## config.mk

```make
export PLATFORM = sky130hd
export DESIGN_NAME = pack_guard
export DESIGN_NICKNAME = d
export VERILOG_FILES = /design/src/rtl/pack_guard_pkg.sv /design/src/rtl/pg_qual_timer.sv /design/src/rtl/pg_cell_cond.sv /design/src/rtl/pack_guard.sv
export SDC_FILE = /design/constraint.sdc
export NUM_CORES = 1
export LEC_CHECK = 0
export BUFFER_PORTS_ARGS = -buffer_cell sky130_fd_sc_hd__buf_2
export CORE_MARGIN = 2
export CORE_UTILIZATION = 30
export CTS_CLUSTER_SIZE = 20
export DETAILED_ROUTE_END_ITERATION = 8
export GPL_TIMING_DRIVEN = 0
export HOLD_SLACK_MARGIN = 0.12
export PLACE_DENSITY = 0.55
export SLEW_MARGIN = 20
export SYNTH_ARGS = -nofsm -noshare
export SYNTH_HDL_FRONTEND = slang
export SYNTH_HIERARCHICAL = 1
export SYNTH_SLANG_ARGS = --single-unit
export TNS_END_PERCENT = 100
```

## constraint.sdc

```tcl
create_clock -name clk -period 1.75 [get_ports clk]
set_clock_uncertainty 0.05 [all_clocks]
set_input_delay 0.175 -clock clk [delete_from_list [all_inputs] [get_ports clk]]
set_output_delay 0.175 -clock clk [all_outputs]
set_load 0.05 [all_outputs]
```

## src/rtl/pack_guard_pkg.sv

```systemverilog
// Shared types for the pack protection controller.
// Assumes: a single clock domain; all inputs are already synchronised.
package pack_guard_pkg;
    typedef enum logic [1:0] {
        ST_NORMAL  = 2'd0,
        ST_OVERCUR = 2'd1,
        ST_OVERCHG = 2'd2
    } guard_state_e;
endpackage

```

## src/rtl/pg_qual_timer.sv

```systemverilog
// Fault qualification counter.
// Counts consecutive armed edges and saturates at DLY. 'fire' is high while the
// block is still armed and DLY armed edges have passed. Dropping 'arm' clears it.
// Assumes DLY >= 1.
module pg_qual_timer #(
    parameter int DLY = 4
) (
    input  logic clk,
    input  logic rst_n,
    input  logic arm,
    output logic fire
);
    localparam int CW = $clog2(DLY + 1);
    localparam logic [CW-1:0] LIMIT = CW'(DLY);

    logic [CW-1:0] cnt;

    // Count armed edges, restart on any gap, hold at the limit.
    always_ff @(posedge clk) begin
        if (!rst_n)
            cnt <= '0;
        else if (!arm)
            cnt <= '0;
        else if (cnt != LIMIT)
            cnt <= cnt + 1'b1;
    end

    assign fire = arm && (cnt == LIMIT);

    // A qualified fault was already armed on the previous cycle.
    p_fire_after_arm_r2: assert property (@(posedge clk) disable iff (!rst_n)
        fire |-> $past(arm));
endmodule

```

## src/rtl/pg_cell_cond.sv

```systemverilog
// Per-cell conditioning output with hysteresis.
// Set when the cell trips over-charge under control of the state machine.
// Cleared only when the cell reaches its release threshold. Set wins over clear.
module pg_cell_cond (
    input  logic clk,
    input  logic rst_n,
    input  logic set_i,
    input  logic clr_i,
    output logic cond_o
);
    // Hold the conditioning request until the cell has recovered.
    always_ff @(posedge clk) begin
        if (!rst_n)
            cond_o <= 1'b0;
        else if (set_i)
            cond_o <= 1'b1;
        else if (clr_i)
            cond_o <= 1'b0;
    end

    // Without the release threshold the output must not drop.
    p_cond_hold_r7: assert property (@(posedge clk) disable iff (!rst_n)
        (cond_o && !clr_i) |=> cond_o);
endmodule

```

## src/rtl/pack_guard.sv

```systemverilog
// Protection state machine for a three-cell series pack.
// Qualifies over-charge and three over-current levels with delay counters and
// drives the FET enables, conditioning outputs and status flags.
// Assumes comparator flags are synchronous to clk; delays are in clock cycles.
module pack_guard
    import pack_guard_pkg::*;
#(
    parameter int N_CELLS  = 3,
    parameter int OCHG_DLY = 64,
    parameter int OC1_DLY  = 200,
    parameter int OC2_DLY  = 40,
    parameter int OC3_DLY  = 4
) (
    input  logic               clk,
    input  logic               rst_n,
    input  logic [N_CELLS-1:0] ochg_trip,
    input  logic [N_CELLS-1:0] ochg_clear,
    input  logic [N_CELLS-1:0] odis_trip,
    input  logic [2:0]         isense,
    input  logic               load_gone,
    input  logic               dsg_start,
    input  logic               lvl1_inhibit,
    output logic               chg_en,
    output logic               dsg_en,
    output logic [N_CELLS-1:0] cell_cond,
    output logic               ochg_flag,
    output logic               ocur_flag,
    output logic               odis_flag
);
    localparam int OC_LEVELS = 3;

    guard_state_e state_q, state_d;
    logic                 in_normal;
    logic                 ochg_fire;
    logic [OC_LEVELS-1:0] oc_arm;
    logic [OC_LEVELS-1:0] oc_fire_v;
    logic                 oc_fire;
    logic                 enter_ochg;
    logic                 ocur_release;
    logic                 ochg_release;

    assign in_normal = (state_q == ST_NORMAL);

    // Over-charge qualification: any cell above threshold, counted in normal state only.
    pg_qual_timer #(.DLY(OCHG_DLY)) u_ochg_timer (
        .clk  (clk),
        .rst_n(rst_n),
        .arm  (in_normal && (|ochg_trip)),
        .fire (ochg_fire)
    );

    // One qualification counter per current level; level 1 obeys the inhibit.
    generate
        for (genvar g = 0; g < OC_LEVELS; g++) begin : g_oc
            localparam int LVL_DLY = (g == 0) ? OC1_DLY : (g == 1) ? OC2_DLY : OC3_DLY;
            if (g == 0) begin : g_lvl1
                assign oc_arm[g] = in_normal && isense[g] && !lvl1_inhibit;
            end else begin : g_lvlx
                assign oc_arm[g] = in_normal && isense[g];
            end
            pg_qual_timer #(.DLY(LVL_DLY)) u_oc_timer (
                .clk  (clk),
                .rst_n(rst_n),
                .arm  (oc_arm[g]),
                .fire (oc_fire_v[g])
            );
        end
    endgenerate

    assign oc_fire      = |oc_fire_v;
    assign ocur_release = load_gone && !(lvl1_inhibit ? isense[1] : isense[0]);
    assign ochg_release = dsg_start || !(|(cell_cond & ~ochg_clear));

    // Next-state decision; over-current outranks over-charge.
    always_comb begin
        state_d = state_q;
        unique case (state_q)
            ST_NORMAL:  if (oc_fire) state_d = ST_OVERCUR;
                        else if (ochg_fire) state_d = ST_OVERCHG;
            ST_OVERCUR: if (ocur_release) state_d = ST_NORMAL;
            ST_OVERCHG: if (ochg_release) state_d = ST_NORMAL;
            default:    state_d = ST_NORMAL;
        endcase
    end

    assign enter_ochg = in_normal && (state_d == ST_OVERCHG);

    // State register.
    always_ff @(posedge clk) begin
        if (!rst_n)
            state_q <= ST_NORMAL;
        else
            state_q <= state_d;
    end

    // Conditioning outputs, one per cell.
    generate
        for (genvar c = 0; c < N_CELLS; c++) begin : g_cell
            pg_cell_cond u_cond (
                .clk   (clk),
                .rst_n (rst_n),
                .set_i ((enter_ochg || (state_q == ST_OVERCHG)) && ochg_trip[c]),
                .clr_i (ochg_clear[c]),
                .cond_o(cell_cond[c])
            );
        end
    endgenerate

    // Over-discharge is only reported, one cycle after sampling.
    always_ff @(posedge clk) begin
        if (!rst_n)
            odis_flag <= 1'b0;
        else
            odis_flag <= |odis_trip;
    end

    assign chg_en    = in_normal;
    assign dsg_en    = (state_q != ST_OVERCUR);
    assign ochg_flag = (state_q == ST_OVERCHG);
    assign ocur_flag = (state_q == ST_OVERCUR) && !load_gone;

    // Discharge is cut only after some current level was present.
    p_dsg_cut_needs_current_r3: assert property (@(posedge clk) disable iff (!rst_n)
        $fell(dsg_en) |-> $past(|isense));
    // Under the inhibit only levels 2 and 3 can cut discharge.
    p_inhibit_lvl1_r6: assert property (@(posedge clk) disable iff (!rst_n)
        ($fell(dsg_en) && $past(lvl1_inhibit)) |-> $past(isense[2] || isense[1]));
    // Over-current flag implies both switches open and a load attached.
    p_ocur_flag_r4: assert property (@(posedge clk) disable iff (!rst_n)
        ocur_flag |-> (!dsg_en && !chg_en && !load_gone));
    // Leaving over-charge needs discharge start or a recovered cell.
    p_ochg_exit_r9: assert property (@(posedge clk) disable iff (!rst_n)
        ($rose(chg_en) && $past(dsg_en)) |-> $past(dsg_start || (|ochg_clear)));
    // Simultaneous qualification resolves to over-current.
    p_oc_priority_r10: assert property (@(posedge clk) disable iff (!rst_n)
        (in_normal && oc_fire && ochg_fire) |=> (!dsg_en && (cell_cond == $past(cell_cond))));
    // Over-discharge follows its inputs by one edge.
    p_odis_follow_r11: assert property (@(posedge clk) disable iff (!rst_n)
        (|odis_trip) |=> odis_flag);
endmodule

```

==> impl_metrics.csv, run 1 <==
group,metric,value,unit
run_status,status,"finished, final reports clean",
flow_run,drv_cap,0,
synthesis,async_reset_ff_share,0,%
synthesis,synth_cells,173,
worst_setup_path,path_delay_family,"simple AND/OR/NAND/NOR gates",
detailed_routing,wl_per_cell,11.5,um
die,core_area,5070,um^2
detailed_routing,vias,1348,
place,numPortBuffers,24,
synthesis,mappedNetlistArea,1570,um^2
die,io-pin-count,25,
pwr,swShare,22.2,%
synthesis,yosysSeqAreaShare,38.2,%
clocking,insertion_delay,0.27,ns
pwr,clkPwrFrac,39.5,%
pwr,report.power.total,1.35,mW
worst_setup_path,max_stage_delay,0.34,ns
place,gp_congestion,0.790,
min_path,hold_class,"in -> reg",
synthesis,synth-compound-area-share,13.1,%
detailed_routing,antenna_left,0,
finish,antenna_cells,0,
worst_setup_path,timing.rr.end,"g_cell[1].u_cond/cond_o",
synthesis,synth_top_family_by_area,"simple AND/OR/NAND/NOR gates",
die,dieArea,5830,um^2
synthesis,yosysMostFrequentCell,"dfxtp_1",
clocking,path_clk_slew,0.06,ns
pwr,p_leak,0.750,nW
synthesis,yosys-mux-area-fraction,0.637,%
detailed_routing,drt-vias-per-instance,4.80,
finish,n_fill_cell,528,
synthesis,yosys.area_share.simple,33.2,%
detailed_routing,drtIter0Drc,34,
worst_setup_path,crit_chain,"inv_2, ha_4, and4bb_2, and3_4, nor3_4, a21oi_4, nor3b_2, o21a_1",
worst_setup_path,required,1.92,ns
synthesis,synth_edf_count,0,
finish,post-route-util,39.5,%
synthesis,ys_warn_count,6,
worst_setup_path,endpoint_kind,"flop",
pwr,seqPwrFrac,52.3,%
pwr,switchingPower,0.301,mW
timing,rsz0062_at_grt,"true",
synthesis,synth.top_cell.area_share,38.2,%
clocking,cts_tree,"built",
die,chipHeight,76.4,um
pwr,combPwrFrac,8.3,%
worst_setup_path,reg2regPathDepth,8,
pwr,p_int,1.05,mW
pwr,vdd_ir_drop_max,0.376,mV
worst_setup_path,r2r_start,"g_oc[0].u_oc_timer/cnt[1]",
worst_setup_path,path_class,"reg -> reg",
timing,slew_violations,0,
clocking,root_buffer,"clkbuf_8",
synthesis,ys_ff_latch,30,
global_routing,grt_pass1_wl,5.40,mm
clocking,cts_buffers,5,
worst_setup_path,crit_buf_inv,1,
detailed_routing,wl,3.23,mm
synthesis,ys_types,44,
place,hpwl,2.38,mm
timing,tightest_slew,0.373,ns
timing,slew_headroom,75.0,%
synthesis,synth_top_area_cell,"dfxtp_1",
timing,max_freq,583,MHz
synthesis,synth_fa_ha_area_share,6.37,%
timing,fin_crit_sh,98.0,%
die,rows,26,
worst_setup_path,crit_end,"g_cell[1].u_cond/cond_o",
synthesis,synthTopCellsByArea,"dfxtp_1 (38%), ha_1 (6.4%), a21oi_1 (3.8%)",
worst_setup_path,cp-start-kind,"flop",
global_routing,grtUsageTotal,11.3,%
worst_setup_path,critical-path-slowest-cell,"dfxtp_2",
timing,period_needed,1.72,ns
finish,nNetsFinal,237,
finish,syn2layout_area_growth,27.5,%
clocking,htree_levels,2,
die,initial_utilization,31.0,%
synthesis,synthFlopType,"dfxtp_1",
die,die-width,76.4,um
finish,drive_gt1_share,33.2,%
worst_setup_path,worst-path-stages,8,
pwr,powerDensity,675,nW/um^2
synthesis,netlist_top_cells_count,"dfxtp_1 (30), a21oi_1 (12), nand3_1 (12), inv_1 (11), nand2_1 (10)",
global_routing,grt-ovfl-total,0,
synthesis,syn_nets,198,
global_routing,grt_pass1_vias,1247,
clocking,max-clock-path-buffers,2,
worst_setup_path,cp_max_fo,4,
timing,setup_viol,0,
clocking,clock-sinks,30,
timing,final-hold-violation-count,0,
synthesis,synth_xor_area_share,5.02,%
worst_setup_path,r2r_slack,0.03,ns
timing,timing.hold.ws,0.137,ns
detailed_routing,drtPass1Iterations,4,
global_routing,grt_max_degree,15,
synthesis,syn_area_per_cell,9.08,um^2
worst_setup_path,crit_start,"g_oc[0].u_oc_timer/cnt[1]",
worst_setup_path,crit_arrival,1.88,ns
global_routing,antenna_found_initial,0,
detailed_routing,drc,0,
-- power by group through the flow --
| stage | clock (mW) | combinational, mW | sequential [mW] |
|---|---|---|---|
| finish | 0.533 | 0.112 | 0.706 |
| global placement | 0 | 0.0987 | 0.723 |
| floorplan | 0 | 0.0538 | 0.726 |
| detailed placement | 0 | 0.0988 | 0.724 |
| global route | 0.586 | 0.126 | 0.707 |
| CTS | 0.557 | 0.111 | 0.706 |
-- stage by stage --
stage	worst slack, ns	TNS (ns)	cell area [um^2]	std cells
2_1_floorplan	0.0274	0	1580	173
3_3_place_gp	-0.208	-0.561	1790	267
3_5_place_dp	-0.241	-0.632	1790	267
4_1_cts	0.00295	0	1970	280
5_1_grt	-0.0285	-0.0687	2000	281
6_report	0.0347	0	2000	281
-- routing by layer --
metal / global-route usage [%] / routed length [um] / up-vias
met4: 4.91 / 19 / 0
met1: 13.1 / 1520 / 636
li1: - / - / 696
met5: 0 / 0 / -
met2: 19.3 / 1570 / 14
met3: 3.32 / 111 / 2
-- area by class of cell --
| cell class | instances | area (um^2) | share of cell area (%) |
|---|---|---|---|
| Clock buffer | 6 | 82.6 | 4.12 |
| Sequential cell | 30 | 611 | 30.5 |
| Tap cell | 70 | 87.6 | 4.37 |
| Timing Repair Buffer | 32 | 185 | 9.24 |
| Inverter | 11 | 41.3 | 2.06 |
| Buffer | 2 | 16.3 | 0.812 |
| Multi-Input combinational cell | 130 | 980 | 48.9 |
-- worst min-delay path by stage --
stage / from / end / slack (ns) / cells past startpoint
final: dsg_start / state_q[1] / 0.14 / 3
after global routing: dsg_start / state_q[1] / 0.17 / 3
after CTS: dsg_start / state_q[1] / 0.13 / 3
after detailed placement: odis_trip[2] / odis_flag / 0.33 / 2
after global placement: odis_trip[2] / odis_flag / 0.33 / 2
after floorplan: rst_n / g_cell[0].u_cond/cond_o / 0.24 / 1
-- sequential cells by signal, summed over array words and instances, names as in the netlist --
signal and flops:
state_q 2, odis_flag 1, g_oc.u_oc_timer/cnt 17, g_cell.u_cond/cond_o 3, u_ochg_timer/cnt 7
-- repair_timing --
item	4_1_cts	5_1_grt
gates resized for setup	11	9
buffers inserted	5	1
pin swaps	3	6
endpoints found under the hold margin	1	0
setup endpoints to repair	3	3
hold buffers	2	0
-- kinds of logic after synthesis --
logic type | Yosys count
simple gates | 79
mux | 1
flops | 30
fa+ha+maj | 8
buf+inv | 13
compound gates | 33
xor+xnor | 9
-- layout by cell type (no fill, tap or decap), types with 6 or more instances in the layout --
cell      count
or3_1         6
ha_1          7
buf_2        24
nor3_1        7
nand3_1      12
clkbuf_8      6
buf_4         6
inv_1         9
nand2_1      10
a21oi_1      11
o21ai_0       9
dfxtp_1      24
-- worst reg2reg max path: cells and delay by family, from the launching register on --
family | cells | cell delay [ns]
adder cells (fa/ha/maj) | 1 | 0.14
buffers and inverters | 1 | 0.05
flip-flops | 1 | 0.34
AO/OA/AOI/OAI | 2 | 0.24
AND/OR/NAND/NOR | 4 | 0.84
Note: power is estimated with default switching activity, not from simulation.
==> inputs of run 2 (changes only) <==
--- a/config.mk
+++ b/config.mk
@@ -13,6 +13,7 @@
 export GPL_TIMING_DRIVEN = 0
 export HOLD_SLACK_MARGIN = 0.12
 export PLACE_DENSITY = 0.55
+export REMOVE_ABC_BUFFERS = 1
 export SLEW_MARGIN = 20
 export SYNTH_ARGS = -nofsm -noshare
 export SYNTH_HDL_FRONTEND = slang
==> run 2 against run 1 <==
Net effect: register-to-register slack better by 0.03 ns; cell area grew 3.9%; critical endpoint is now g_cell[2].u_cond/cond_o; sequential share of layout area down 0.97 points.
==> impl_metrics.csv, run 2 (same netlist as run 1, synthesis figures left out) <==
group,metric,value,unit
finish,largest_register,"g_oc.u_oc_timer/cnt",
die,die-width,76.4,um
finish,largest_register_ffs,17,
flow_run,drv_cap,0,
place,numPortBuffers,24,
clocking,htree_levels,2,
global_routing,grt_pass1_vias,1291,
pwr,vdd_ir_drop_max,0.420,mV
pwr,p_leak,0.787,nW
clocking,clock-sinks,30,
timing,rsz0062_at_grt,"true",
die,initial_utilization,31.0,%
worst_setup_path,required,1.93,ns
timing,setup_viol,0,
run_status,status,"finished, final reports clean",
global_routing,grt-ovfl-total,0,
timing,period_needed,1.68,ns
place,gp_congestion,0.708,
worst_setup_path,r2r_slack,0.07,ns
timing,max_freq,595,MHz
clocking,insertion_delay,0.28,ns
die,io-pin-count,25,
finish,nNetsFinal,243,
detailed_routing,drtIter0Drc,45,
min_path,whs_path_depth,3,
finish,syn2layout_area_growth,32.5,%
pwr,clkPwrFrac,38.7,%
global_routing,grt_pass1_wl,5.60,mm
global_routing,grtUsageTotal,11.8,%
worst_setup_path,endpoint_kind,"flop",
timing,tightest_slew,0.382,ns
pwr,p_int,1.02,mW
timing,setup_ws,0.0684,ns
place,pre_cts_ws,-0.231,ns
timing,timing.hold.ws,0.142,ns
detailed_routing,drtPass1Iterations,4,
finish,seq_area,614,um^2
timing,slew_violations,0,
worst_setup_path,r2r_start,"g_oc[0].u_oc_timer/cnt[0]",
clocking,root_buffer,"clkbuf_8",
min_path,hold-path-endpoint,"state_q[1]",
worst_setup_path,timing.rr.end,"g_cell[2].u_cond/cond_o",
global_routing,grt_max_degree,15,
worst_setup_path,cp_max_fo,3,
pwr,report.power.total,1.34,mW
worst_setup_path,path_class,"reg -> reg",
clocking,cts_tree,"built",
clocking,path_clk_slew,0.06,ns
pwr,powerDensity,645,nW/um^2
worst_setup_path,cp-start-kind,"flop",
finish,n_fill_cell,536,
pwr,switchingPower,0.319,mW
finish,fin_area,2080,um^2
timing,slew_headroom,74.5,%
place,post_dp_cell_area,1770,um^2
detailed_routing,wl,3.25,mm
pwr,swShare,23.7,%
clocking,cts_buffers,5,
worst_setup_path,reg2regPathDepth,8,
finish,multi_input_area,1020,um^2
detailed_routing,drt-vias-per-instance,4.61,
finish,mostFrequentLayoutCells,"buf_2 (24), dfxtp_1 (23), buf_4 (14)",
min_path,hold_class,"in -> reg",
global_routing,antenna_found_initial,0,
clocking,max-clock-path-buffers,2,
detailed_routing,antenna_left,0,
timing,final-hold-violation-count,0,
die,rows,26,
detailed_routing,vias,1328,
die,core_area,5070,um^2
worst_setup_path,crit_arrival,1.86,ns
pwr,seqPwrFrac,52.6,%
finish,drive_gt1_share,38.1,%
pwr,combPwrFrac,8.7,%
min_path,hp-start,"dsg_start",
finish,antenna_cells,0,
finish,final_common_cell,"buf_2",
detailed_routing,wl_per_cell,11.3,um
die,chipHeight,76.4,um
die,dieArea,5830,um^2
place,hpwl,2.25,mm
timing,fin_crit_sh,96.1,%
finish,largest_registers,"g_oc.u_oc_timer/cnt x17, u_ochg_timer/cnt x7, g_cell.u_cond/cond_o x3",
detailed_routing,drc,0,
## run 2: changes by cell type in the layout (fill, tap and decap cells not counted), sizes merged
cell / before / now
buf: 31 / 38
## run 2: final cells by class
class | instances | area share, %
clock buffer | 7 | 3.67
inverter | 11 | 1.98
tap | 70 | 4.21
multi-input combinational | 130 | 48.9
timing repair buffer | 40 | 11.8
sequential | 30 | 29.5
## run 2: per-layer routing
| metal | vias up | global-route usage, % | routed length (um) |
|---|---|---|---|
| li1 | 708 | - | - |
| met1 | 598 | 15.4 | 1660 |
| met2 | 19 | 18.2 | 1470 |
| met3 | 3 | 3.20 | 86 |
| met4 | 0 | 5.45 | 32 |
| met5 | - | 0 | 0 |
## run 2: worst max path at each step
stage / start / to / slack (ns) / depth (start not counted)
2_1_floorplan: state_q[0] / g_cell[0].u_cond/cond_o / -0.19 / 7
6_report: g_oc[0].u_oc_timer/cnt[0] / g_cell[2].u_cond/cond_o / 0.07 / 8
5_1_grt: g_oc[0].u_oc_timer/cnt[0] / g_cell[2].u_cond/cond_o / -0.03 / 8
3_3_place_gp: g_oc[1].u_oc_timer/cnt[0] / g_cell[2].u_cond/cond_o / -0.23 / 9
3_5_place_dp: g_oc[1].u_oc_timer/cnt[0] / g_cell[2].u_cond/cond_o / -0.23 / 9
4_1_cts: g_oc[0].u_oc_timer/cnt[0] / g_cell[2].u_cond/cond_o / 0.005 / 8
## run 2: timing repair
action / CTS / global route
pin swaps: 3 / 11
endpoints found under the hold margin: 1 / 0
buffers inserted: 7 / 8
gates resized for setup: 10 / 24
endpoints found under the setup margin: 3 / 5
hold buffers: 2 / 0
## run 2: critical path, cell delays in order (launching register included)
cell      delay (ns)
dfxtp_2         0.33
inv_2           0.05
ha_4            0.14
and4bb_2        0.24
and3_4          0.17
nor3_4          0.25
a21oi_4         0.10
nor3b_2         0.18
o21a_1          0.12
## run 2: through the flow
stage,instances,utilization [%],TNS [ns]
2_1_floorplan,171,-,-0.642
3_3_place_gp,265,34.8,-0.596
3_5_place_dp,265,34.8,-0.602
4_1_cts,281,38.3,0
5_1_grt,288,41.0,-0.0396
6_report,288,41.0,0
## run 2: power groups by stage
stage | Combinational [mW] | Clock, mW | Sequential [mW]
6_report | 0.117 | 0.519 | 0.706
5_1_grt | 0.134 | 0.568 | 0.708
4_1_cts | 0.104 | 0.538 | 0.707
3_5_place_dp | 0.0968 | 0 | 0.723
3_3_place_gp | 0.0954 | 0 | 0.723
2_1_floorplan | 0.0536 | 0 | 0.726
